===== src/rtl/dm_cache_pkg.sv =====
package dm_cache_pkg;
  typedef enum logic [2:0] {
    ST_IDLE,
    ST_COMPARE,
    ST_WRITEBACK,
    ST_FILL,
    ST_RESPOND,
    ST_MEMWR
  } cc_state_e;
endpackage


===== src/rtl/dm_cache_tag_store.sv =====
module dm_cache_tag_store #(
  parameter int LINES = 16,
  parameter int TAG_W = 9,
  localparam int IDX_W = $clog2(LINES)
) (
  input  logic             clk_i,
  input  logic             rst_ni,
  input  logic [IDX_W-1:0] idx_i,
  input  logic             fill_i,
  input  logic [TAG_W-1:0] fill_tag_i,
  input  logic             mark_dirty_i,
  output logic             valid_o,
  output logic             dirty_o,
  output logic [TAG_W-1:0] tag_o
);
  logic [LINES-1:0] valid_q, dirty_q;
  logic [TAG_W-1:0] tag_q [LINES];

  always_ff @(posedge clk_i or negedge rst_ni) begin
    if (!rst_ni) begin
      valid_q <= '0;
      dirty_q <= '0;
    end else if (fill_i) begin
      valid_q[idx_i] <= 1'b1;
      dirty_q[idx_i] <= 1'b0;
    end else if (mark_dirty_i) begin
      dirty_q[idx_i] <= 1'b1;
    end
  end

  always_ff @(posedge clk_i) begin
    if (fill_i) tag_q[idx_i] <= fill_tag_i;
  end

  assign valid_o = valid_q[idx_i];
  assign dirty_o = dirty_q[idx_i];
  assign tag_o   = tag_q[idx_i];
endmodule


===== src/rtl/dm_cache_data_store.sv =====
module dm_cache_data_store #(
  parameter int LINES = 16,
  parameter int BYTES = 8,
  localparam int IDX_W = $clog2(LINES),
  localparam int DATA_W = 8 * BYTES
) (
  input  logic              clk_i,
  input  logic [IDX_W-1:0]  idx_i,
  input  logic              we_i,
  input  logic [BYTES-1:0]  be_i,
  input  logic [DATA_W-1:0] wdata_i,
  output logic [DATA_W-1:0] rdata_o
);
  // one array per byte lane, asynchronous read alongside the tag compare
  for (genvar b = 0; b < BYTES; b++) begin : g_lane
    logic [7:0] lane_q [LINES];
    always_ff @(posedge clk_i) begin
      if (we_i && be_i[b]) lane_q[idx_i] <= wdata_i[8*b +: 8];
    end
    assign rdata_o[8*b +: 8] = lane_q[idx_i];
  end
endmodule


===== src/rtl/dm_cache_counters.sv =====
module dm_cache_counters #(
  parameter int CNT_W = 16
) (
  input  logic             clk_i,
  input  logic             rst_ni,
  input  logic             acc_inc_i,
  input  logic             miss_inc_i,
  output logic [CNT_W-1:0] acc_o,
  output logic [CNT_W-1:0] miss_o
);
  always_ff @(posedge clk_i or negedge rst_ni) begin
    if (!rst_ni) begin
      acc_o  <= '0;
      miss_o <= '0;
    end else begin
      if (acc_inc_i)  acc_o  <= acc_o + 1'b1;
      if (miss_inc_i) miss_o <= miss_o + 1'b1;
    end
  end
endmodule


===== src/rtl/dm_cache_ctrl.sv =====
module dm_cache_ctrl
  import dm_cache_pkg::*;
#(
  parameter int ADDR_W      = 16,
  parameter int LINES       = 16,
  parameter int LINE_BYTES  = 8,
  parameter int CNT_W       = 16,
  parameter bit WRITE_BACK  = 1'b1,
  parameter bit WRITE_ALLOC = 1'b1
) (
  input  logic                    clk_i,
  input  logic                    rst_ni,
  input  logic                    req_valid_i,
  output logic                    req_ready_o,
  input  logic                    req_write_i,
  input  logic [ADDR_W-1:0]       req_addr_i,
  input  logic [8*LINE_BYTES-1:0] req_wdata_i,
  input  logic [LINE_BYTES-1:0]   req_be_i,
  output logic                    rsp_valid_o,
  output logic [8*LINE_BYTES-1:0] rsp_rdata_o,
  output logic                    mem_req_valid_o,
  input  logic                    mem_req_ready_i,
  output logic                    mem_req_write_o,
  output logic [ADDR_W-1:0]       mem_req_addr_o,
  output logic [8*LINE_BYTES-1:0] mem_req_wdata_o,
  output logic [LINE_BYTES-1:0]   mem_req_be_o,
  input  logic                    mem_rsp_valid_i,
  input  logic [8*LINE_BYTES-1:0] mem_rsp_rdata_i,
  output logic [CNT_W-1:0]        acc_cnt_o,
  output logic [CNT_W-1:0]        miss_cnt_o
);
  localparam int OFF_W  = $clog2(LINE_BYTES);
  localparam int IDX_W  = $clog2(LINES);
  localparam int TAG_W  = ADDR_W - IDX_W - OFF_W;
  localparam int DATA_W = 8 * LINE_BYTES;

  cc_state_e state_q, state_d;
  logic              q_write;
  logic [IDX_W-1:0]  q_idx;
  logic [TAG_W-1:0]  q_tag;
  logic [DATA_W-1:0] q_wdata;
  logic [LINE_BYTES-1:0] q_be;
  logic              rd_pend_q;

  logic              line_valid, line_dirty;
  logic [TAG_W-1:0]  line_tag;
  logic [DATA_W-1:0] line_data;
  logic              hit, accept, fill_done, miss_inc;
  logic              ds_we;
  logic [LINE_BYTES-1:0] ds_be;
  logic [DATA_W-1:0] ds_wdata;
  logic              unused_off;

  assign unused_off  = ^req_addr_i[OFF_W-1:0];
  assign req_ready_o = (state_q == ST_IDLE);
  assign accept      = req_valid_i && req_ready_o;
  assign hit         = line_valid && (line_tag == q_tag);
  assign fill_done   = (state_q == ST_FILL) && rd_pend_q && mem_rsp_valid_i;
  assign rsp_rdata_o = line_data;

  always_ff @(posedge clk_i or negedge rst_ni) begin
    if (!rst_ni) begin
      state_q   <= ST_IDLE;
      rd_pend_q <= 1'b0;
      q_write   <= 1'b0;
      q_idx     <= '0;
      q_tag     <= '0;
      q_wdata   <= '0;
      q_be      <= '0;
    end else begin
      state_q <= state_d;
      if (accept) begin
        q_write <= req_write_i;
        q_idx   <= req_addr_i[OFF_W +: IDX_W];
        q_tag   <= req_addr_i[ADDR_W-1 -: TAG_W];
        q_wdata <= req_wdata_i;
        q_be    <= req_be_i;
      end
      if (fill_done) rd_pend_q <= 1'b0;
      else if (state_q == ST_FILL && mem_req_valid_o && mem_req_ready_i) rd_pend_q <= 1'b1;
    end
  end

  always_comb begin
    state_d         = state_q;
    rsp_valid_o     = 1'b0;
    mem_req_valid_o = 1'b0;
    mem_req_write_o = 1'b0;
    mem_req_addr_o  = {q_tag, q_idx, {OFF_W{1'b0}}};
    mem_req_wdata_o = '0;
    mem_req_be_o    = '0;
    miss_inc        = 1'b0;
    unique case (state_q)
      ST_IDLE: if (accept) state_d = ST_COMPARE;
      ST_COMPARE: begin
        if (hit) begin
          if (!q_write) begin
            rsp_valid_o = 1'b1;
            state_d     = ST_IDLE;
          end else begin
            state_d = ST_RESPOND;
          end
        end else begin
          miss_inc = 1'b1;
          if (q_write && !WRITE_ALLOC)                     state_d = ST_MEMWR;
          else if (WRITE_BACK && line_valid && line_dirty) state_d = ST_WRITEBACK;
          else                                             state_d = ST_FILL;
        end
      end
      ST_WRITEBACK: begin
        mem_req_valid_o = 1'b1;
        mem_req_write_o = 1'b1;
        mem_req_addr_o  = {line_tag, q_idx, {OFF_W{1'b0}}};
        mem_req_wdata_o = line_data;
        mem_req_be_o    = '1;
        if (mem_req_ready_i) state_d = ST_FILL;
      end
      ST_FILL: begin
        mem_req_valid_o = !rd_pend_q;
        if (fill_done) state_d = ST_COMPARE;  // retry now hits
      end
      ST_RESPOND: begin
        if (WRITE_BACK) begin
          rsp_valid_o = 1'b1;
          state_d     = ST_IDLE;
        end else begin
          state_d = ST_MEMWR;
        end
      end
      ST_MEMWR: begin
        mem_req_valid_o = 1'b1;
        mem_req_write_o = 1'b1;
        mem_req_wdata_o = q_wdata;
        mem_req_be_o    = q_be;
        if (mem_req_ready_i) begin
          rsp_valid_o = 1'b1;
          state_d     = ST_IDLE;
        end
      end
      default: state_d = ST_IDLE;
    endcase
  end

  assign ds_we    = fill_done || (state_q == ST_RESPOND);
  assign ds_be    = fill_done ? {LINE_BYTES{1'b1}} : q_be;
  assign ds_wdata = fill_done ? mem_rsp_rdata_i : q_wdata;

  dm_cache_tag_store #(.LINES(LINES), .TAG_W(TAG_W)) u_tags (
    .clk_i       (clk_i),
    .rst_ni      (rst_ni),
    .idx_i       (q_idx),
    .fill_i      (fill_done),
    .fill_tag_i  (q_tag),
    .mark_dirty_i(WRITE_BACK && (state_q == ST_RESPOND)),
    .valid_o     (line_valid),
    .dirty_o     (line_dirty),
    .tag_o       (line_tag)
  );

  dm_cache_data_store #(.LINES(LINES), .BYTES(LINE_BYTES)) u_data (
    .clk_i  (clk_i),
    .idx_i  (q_idx),
    .we_i   (ds_we),
    .be_i   (ds_be),
    .wdata_i(ds_wdata),
    .rdata_o(line_data)
  );

  dm_cache_counters #(.CNT_W(CNT_W)) u_cnt (
    .clk_i     (clk_i),
    .rst_ni    (rst_ni),
    .acc_inc_i (accept),
    .miss_inc_i(miss_inc),
    .acc_o     (acc_cnt_o),
    .miss_o    (miss_cnt_o)
  );
endmodule


===== config.mk =====
export PLATFORM = sky130hd
export DESIGN_NAME = dm_cache_ctrl
export DESIGN_NICKNAME = d
export VERILOG_FILES = /design/src/rtl/dm_cache_pkg.sv /design/src/rtl/dm_cache_tag_store.sv /design/src/rtl/dm_cache_data_store.sv /design/src/rtl/dm_cache_counters.sv /design/src/rtl/dm_cache_ctrl.sv
export SDC_FILE = /design/constraint.sdc
export NUM_CORES = 1
export LEC_CHECK = 0
export BUFFER_PORTS_ARGS = -buffer_cell sky130_fd_sc_hd__buf_2
export CAP_MARGIN = 15
export CORE_MARGIN = 3
export CORE_UTILIZATION = 44
export CTS_BUF_LIST = sky130_fd_sc_hd__clkbuf_4
export DETAILED_ROUTE_END_ITERATION = 10
export PLACE_DENSITY = 0.66
export SETUP_SLACK_MARGIN = 0.2
export SYNTH_ARGS = -nofsm -noshare
export SYNTH_HDL_FRONTEND = slang
export SYNTH_SLANG_ARGS = --single-unit

===== constraint.sdc =====
create_clock -name clk_i -period 2.6 [get_ports clk_i]
set_input_delay 0 -clock clk_i [delete_from_list [all_inputs] [get_ports clk_i]]
set_output_delay 0 -clock clk_i [all_outputs]
set_load 0.005 [all_outputs]

==> results of run 1 <==
[final timing paths]
| path | endpoint | slack, ns | cells after the start |
|---|---|---|---|
| setup / recovery | rsp_valid_o | -1.57 | 12 |
| hold / removal | q_wdata[61] | 0.12 | 4 |
| setup reg to reg | u_cnt.miss_o[4] | -0.75 | 17 |
| hold reg to reg | u_tags.valid_q[12] | 0.46 | 1 |
| max in group asynchronous | q_wdata[35] | 1.40 | 6 |
| min in group asynchronous | q_wdata[12] | 0.39 | 5 |
[tightest hold or removal path, stage by stage]
cell and delay [ns]:
dlygate4sd3_1 0.52, buf_2 0.10, dlygate4sd3_1 0.54, mux2_2 0.15
[metal layers]
layer	vias to the layer above	share of wire (%)	wire (µm)	track usage, %
li1	13800	-	-	-
met3	370	9.4	14900	5.43
met2	2119	50	78400	40.1
met5	-	0	0	0
met1	17300	38	59900	32.9
met4	0	2.9	4560	8.79
[final cells by class]
class / instances / area [µm²] / share of cell area (%)
timing repair buffer: 1185 / 11100 / 15.8
antenna: 8 / 20.0 / 0.0284
tap: 1600 / 2000 / 2.84
sequential: 1322 / 38900 / 55.3
clock buffer: 515 / 3870 / 5.49
multi-input combinational: 1196 / 14000 / 19.8
clock inverter: 83 / 462 / 0.655
inverter: 9 / 37.5 / 0.0533
[cells in the final DEF (no fill, tap or decap), types with 9 or more instances in the layout]
master and instances:
buf_16 44, a21oi_2 9, clkinv_2 12, mux2i_1 20, nand2_2 31, clkinv_1 63, buf_12 47, or2_2 17
xor2_1 22, nand2_1 230, nor2_1 98, mux2_2 86, edfxtp_1 1168, a22o_1 63, nand4_1 9, buf_8 11
buf_4 302, mux4_2 356, clkbuf_4 515, buf_6 86, dfrtp_1 149, xnor2_1 17, dlygate4sd3_1 389, nor2_2 80
buf_2 298, a31oi_1 18
[what timing repair did]
item / CTS / global route
endpoints found under the hold margin: 2262 / 16
pin swaps: 38 / 44
hold buffers: 389 / 1
gates cloned: 30 / 7
endpoints found under the setup margin: 785 / 1128
buffers inserted: 47 / 41
resized for setup: 213 / 120
[flip-flops by register name (all words and copies together), names as in the netlist, 3 cells and up, named ones only]
name	cells
state_q	3
q_tag	9
q_wdata	64
u_tags.valid_q	16
u_cnt.miss_o	16
q_idx	4
q_be	8
u_tags.tag_q	144
u_cnt.acc_o	16
u_data.g_lane.lane_q	1024
[logic make-up (layout without fill, tap and decap cells)]
logic type               after synthesis  in the layout
flip-flops                          1322           1322
buffers and inverters                163           1792
multiplexers                         475            475
XOR/XNOR                              40             40
AO/OA/AOI/OAI                        147            147
AND/OR/NAND/NOR                      529            529
other                                  1             11
adder cells (fa/ha/maj)                2              2
[power groups by stage]
stage / registers, W / logic (W) / clock network, W
finish: 0.0297 / 0.0313 / 0.0179
global route: 0.0298 / 0.0330 / 0.0195
CTS: 0.0295 / 0.0294 / 0.0182
detailed placement: 0.0301 / 0.0243 / 0
global placement: 0.0299 / 0.0236 / 0
floorplan: 0.0295 / 0.0147 / 0
[per-stage QoR]
step                      power [W]  cell area, µm²  utilization [%]
after floorplan              0.0442           53100                -
after global placement       0.0535           59000             49.8
after detailed placement     0.0544           59000             49.8
after CTS                    0.0771           69400             58.6
after global routing         0.0823           70400             59.5
final                        0.0789           70400             59.5
==> results_dict.tcl, run 1 <==
set metrics [dict create \
    synthMuxAreaShare_pct 17.7 \
    violations "setup timing" \
    slew_headroom_pct 34.3 \
    crit_chain "buf_12, mux4_2, a22oi_2, nand2_2, xor2_1, a2111oi_2, nor4b_4, buf_6, buf_6, nand3_2, a21oi_2, buf_2" \
    timing.fmax_mhz 240 \
    r2r_start "q_idx[0]" \
    period_minus_slack_ns 4.17 \
    htreeDepth 5 \
    synth_cell_types 54 \
    die_area_mm2 0.124 \
    comb_power_share_pct 39.7 \
    grt_pass1_wl_mm 226 \
    antenna_found_initial 5 \
    synth_xor_area_share_pct 0.665 \
    crit_path_frequent_cell "buf_6" \
    crit_path_max_fanout 4 \
    drive_above_1_share_pct 46.6 \
    dr_total_vias 33600 \
    skew_ns 0.110 \
    yosys_warnings 0 \
    core_mm2 0.118 \
    cts_tree "built" \
    routed_wl_mm 158 \
    cellLeakagePower_nw 25.7 \
    hold_slack_ns 0.116 \
    post-route-period-util_pct 160 \
    dr.pass1.iters 6 \
    synth_top_family_by_area "multiplexers" \
    place.gp.congestion 0.842 \
    cts-buffers-inserted 350 \
    io_pins 346 \
    hold_start "req_wdata_i[61]" \
    ys_seq_elements 1322 \
    p_switching_w 0.0258 \
    crit_start "q_idx[0]" \
    ys.flop_type "edfxtp_1" \
    cts_max_path_buffers 4 \
    netlist_area_mm2 0.0526 \
    finalSetupViolCount 166 \
    slowest_delay_ns 0.50 \
    crit_required_ns 2.60 \
    cp_num_buf_inv 4 \
    overflow 0 \
    synth-compound-area-share_pct 2.12 \
    cts_sinks 1322 \
    dp.cells 4797 \
    swShare_pct 32.7 \
    seq_area_frac_synth_pct 73.9 \
    n_fill_cell 8357 \
    grtUsageTotal_pct 24.6 \
    hold_path_class "input port to register" \
    avgSynthCellArea_um2 19.7 \
    rsz0062_at_grt "yes" \
    clkLatencyLatePin_ns 1.25 \
    crit_arrival_ns 4.17 \
    slew_violations 0 \
    power.share.sequential_pct 37.6 \
    root_buffer "clkbuf_4" \
    wl_per_cell_um 26.7 \
    fin_cells 5918 \
    cp-end-kind "output pin" \
    p_per_area_mw_per_mm2 1120 \
    dp_slack_ns -0.609 \
    fin_setup_tns_ns -176.80 \
    cp_top_family "compound AO/OA/AOI/OAI gates" \
    critPathKind "register to output pin" \
    chipHeight_um 352 \
    clk_pin_slew_ns 0.08 \
    port_buffers 339 \
    status "complete, but fails checks" \
    dr.first_iter.drc_count 3900 \
    vias_per_cell 5.68 \
    final_hold_viol_count 0 \
    p_int_w 0.0531 \
    die_w_um 352 \
    drc 0 \
    yosysTopAreaCell "edfxtp_1" \
    synth_fa_ha_area_share_pct 0.0475 \
    startpoint_type "register" \
    crit_slowest_cell "mux4_2" \
    grt_max_degree 80 \
    syn_inst 2679 \
    synth-edff-count 1168 \
    peakVddDrop_mv 0.708 \
    yosysMostFrequentCell "edfxtp_1" \
    core.rowCount 126 \
    yosysTopAreaCellShare_pct 66.6 \
    areaGrowthSynthToFinish_pct 33.8 \
    synth_area_leaders "edfxtp_1, mux4_2, dfrtp_1, nand2_1, mux2_2" \
    place_hpwl_mm 87.9 \
    maxCapViolCount 0 \
    tightestPinTransition_ns 0.985 \
    nets 4224 \
    grt_pass1_vias 34900 \
    ant_nets 0 \
    power.share.clock_pct 22.7 \
    synthArstFlopShare_pct 11.6 \
    synth_common_cells "edfxtp_1, mux4_2, nand2_1" \
    setup_ws_ns -1.57 \
    start_util_pct 44.5 \
    synthSimpleGateAreaFrac_pct 4.16 \
]
No activity file was read; power rests on OpenSTA's default activity.
==> run 2: changes to the inputs <==
- CORE_ASPECT_RATIO: default -> 0.5
- SYNTH_HIERARCHICAL: default -> 1
==> run 2 against run 1 <==
Net effect: the flow still finishes with violations (setup timing); register-to-register slack got worse by 0.21 ns; clock-buffer cell count down 37; sequential share of layout area barely moved; worst hold slack worse by 0.0010 ns; critical endpoint is now mem_req_wdata_o[35]; largest cell class unchanged; largest power group unchanged.
==> results_dict.tcl, run 2 <==
set metrics [dict create \
    status "complete, but fails checks" \
    violations "setup timing" \
    grt_pass1_wl_mm 210 \
    clkLatencyLatePin_ns 1.22 \
    largest_register_ff_count 1024 \
    power.share.clock_pct 21.7 \
    cts_max_path_buffers 4 \
    dpl_cell_area_mm2 0.0592 \
    regMostFlops "u_data/g_lane.lane_q" \
    netlist_area_mm2 0.0524 \
    p_per_area_mw_per_mm2 1090 \
    yosysMostFrequentCell "edfxtp_1" \
    slew_violations 0 \
    period_minus_slack_ns 3.85 \
    antenna_found_initial 2 \
    yosys_warnings 6 \
    post-route-period-util_pct 148 \
    ant_nets 0 \
    root_buffer "clkbuf_4" \
    overflow 0 \
    place_hpwl_mm 82.0 \
    io_pins 346 \
    dp_slack_ns -0.803 \
    use_met3_pct 5.48 \
    layout.cells.most_common "edfxtp_1" \
    crit_required_ns 2.60 \
    grt_max_degree 65 \
    setup_ws_ns -1.25 \
    cts_tree "built" \
    chipHeight_um 250 \
    clk_pin_slew_ns 0.07 \
    areaGrowthSynthToFinish_pct 34.3 \
    dr_total_vias 32200 \
    crit_arrival_ns 3.85 \
    die_w_um 494 \
    grtUsageTotal_pct 22.8 \
    drive_above_1_share_pct 50.3 \
    cts-buffers-inserted 311 \
    tightestPinTransition_ns 0.916 \
    yosysTopAreaCell "edfxtp_1" \
    synth_area_leaders "edfxtp_1, mux4_2, dfrtp_1, mux2_2, a22oi_1" \
    peakVddDrop_mv 0.704 \
    wl_per_cell_um 26.3 \
    p_int_w 0.0513 \
    syn_inst 2618 \
    power.share.sequential_pct 37.4 \
    core_mm2 0.117 \
    slowest_delay_ns 0.52 \
    yosysTopAreaCellShare_pct 67.0 \
    hold_path_class "input port to register" \
    comb_power_share_pct 40.9 \
    top_usage_layer "met2" \
    nets 4067 \
    start_util_pct 44.9 \
    die_area_mm2 0.123 \
    p_switching_w 0.0257 \
    drc 0 \
    utilization_pct 60.3 \
    grt_pass1_vias 33300 \
    finalSetupViolCount 354 \
    synth_cell_types 52 \
    cellLeakagePower_nw 25.1 \
    crit_slowest_cell "dfrtp_4" \
    synthArstFlopShare_pct 11.6 \
    slew_headroom_pct 38.7 \
    cts_sinks 1322 \
    final_hold_viol_count 0 \
    place.gp.congestion 0.829 \
    port_buffers 339 \
    maxCapViolCount 0 \
    critPathKind "register to output pin" \
    skew_ns 0.105 \
    crit_chain "buf_4, buf_16, buf_12, buf_12, clkbuf_16, buf_6, clkbuf_16, mux4_2, a22oi_2, nand2_2, a22o_1, buf_2" \
    dr.first_iter.drc_count 3317 \
    routed_wl_mm 150 \
    dr.pass1.iters 5 \
    htreeDepth 5 \
    n_fill_cell 8199 \
    seq_area_frac_synth_pct 74.3 \
    ys.flop_type "edfxtp_1" \
    stdcell_area_mm2 0.0704 \
    mostFrequentLayoutCells "edfxtp_1, clkbuf_4, dlygate4sd3_1" \
    cp-end-kind "output pin" \
    synth_common_cells "edfxtp_1, mux4_2, nor2_1" \
    crit_path_max_fanout 6 \
    timing.fmax_mhz 260 \
    startpoint_type "register" \
    core.rowCount 88 \
    grt_use_met1_pct 30.8 \
    vias_per_cell 5.65 \
    rsz0062_at_grt "yes" \
    top_regs "u_data/g_lane.lane_q (1024), u_tags/tag_q (144), q_wdata (64)" \
    synth-edff-count 1168 \
    ys_seq_elements 1322 \
    grtUsageMet2_pct 36.3 \
    swShare_pct 33.4 \
    avgSynthCellArea_um2 20.0 \
]
[run 2: changes by cell type after synthesis, moves of 11 or more]
cell      delta
buf_2       +37
nor2_1      -20
o21ai_0     -11
mux4_1      +13
mux4_2      -69
a22oi_1    +141
a21oi_1     -11
mux2_2      +70
mux2i_1     -29
nand2_1    -152
clkbuf_1    -16
buf_1       -29
[run 2: layout make-up]
class,instances,area (µm²),area share (%)
inverters,3,11.3,0.0160
well taps,1575,1970,2.80
clock inverters,42,214,0.304
flip-flops and latches,1322,38900,55.3
clock buffers,478,3590,5.10
repair buffers,1135,11400,16.2
diodes,6,15.0,0.0213
multi-input cells,1134,14200,20.2
[run 2: worst max-delay path, delay by kind of cell (launching register included)]
family | cells | cell delay [ns]
AND/OR/NAND/NOR | 1 | 0.12
flip-flops | 1 | 0.52
AO/OA/AOI/OAI | 2 | 0.44
multiplexers | 1 | 0.45
buffers and inverters | 8 | 1.17
[run 2: per-stage QoR]
stage / total power, W / setup TNS (ns) / cells / hold WS, ns
6_report: 0.0770 / -168.63 / 5695 / 0.115
4_1_cts: 0.0719 / -207.88 / 5579 / 0.000737
3_5_place_dp: 0.0524 / -215.72 / 4674 / 0.0156
2_1_floorplan: 0.0429 / -3.68 / 2620 / -0.296
5_1_grt: 0.0802 / -217.14 / 5693 / 0.0713
3_3_place_gp: 0.0519 / -213.09 / 4674 / 0.00342
[run 2: worst paths after layout]
kind / slack, ns / cells after the start / startpoint / endpoint
max in group asynchronous: 1.37 / 6 / rst_ni / q_wdata[45]
min in group asynchronous: 0.45 / 5 / rst_ni / u_cnt/acc_o[2]
hold reg to reg: 0.46 / 1 / u_cnt/miss_o[15] / u_cnt/miss_o[15]
setup reg to reg: -0.96 / 18 / q_idx[0] / u_cnt/miss_o[9]
setup / recovery: -1.25 / 12 / q_idx[0] / mem_req_wdata_o[35]
hold / removal: 0.12 / 4 / req_wdata_i[30] / q_wdata[30]
[run 2: per-layer routing]
metal / share of wire (%) / wire length (µm)
met5: 0 / 0
met4: 2.1 / 3180
met3: 8.5 / 12800
met2: 49 / 73500
met1: 40 / 60400
[run 2: power by group through the flow]
stage               registers (W)  clock network, W  logic [W]
floorplan                  0.0290                 0     0.0140
global placement           0.0291                 0     0.0228
detailed placement         0.0292                 0     0.0232
CTS                        0.0287            0.0170     0.0262
global route               0.0290            0.0181     0.0331
finish                     0.0288            0.0167     0.0315
[run 2: kinds of logic (layout without fill, tap and decap cells)]
| family | after synthesis | after routing | share of synthesized area [%] |
|---|---|---|---|
| AO/OA/AOI/OAI | 247 | 247 | 3.64 |
| flip-flops | 1322 | 1322 | 74.3 |
| XOR/XNOR | 39 | 39 | 0.652 |
| adder cells (fa/ha/maj) | 2 | 2 | 0.0478 |
| buffers and inverters | 164 | 1658 | 1.61 |
| other | 1 | 9 | 0.00716 |
| multiplexers | 461 | 461 | 16.5 |
| AND/OR/NAND/NOR | 382 | 382 | 3.28 |
[run 2: repair_timing]
action                                   CTS  global route
gates cloned                              17            36
endpoints found under the setup margin  1301          1493
setup buffers                             16            74
pin swaps                                 25           131
gates resized for setup                  121           270
hold buffers                             352             0
hold endpoints to repair                1333             0
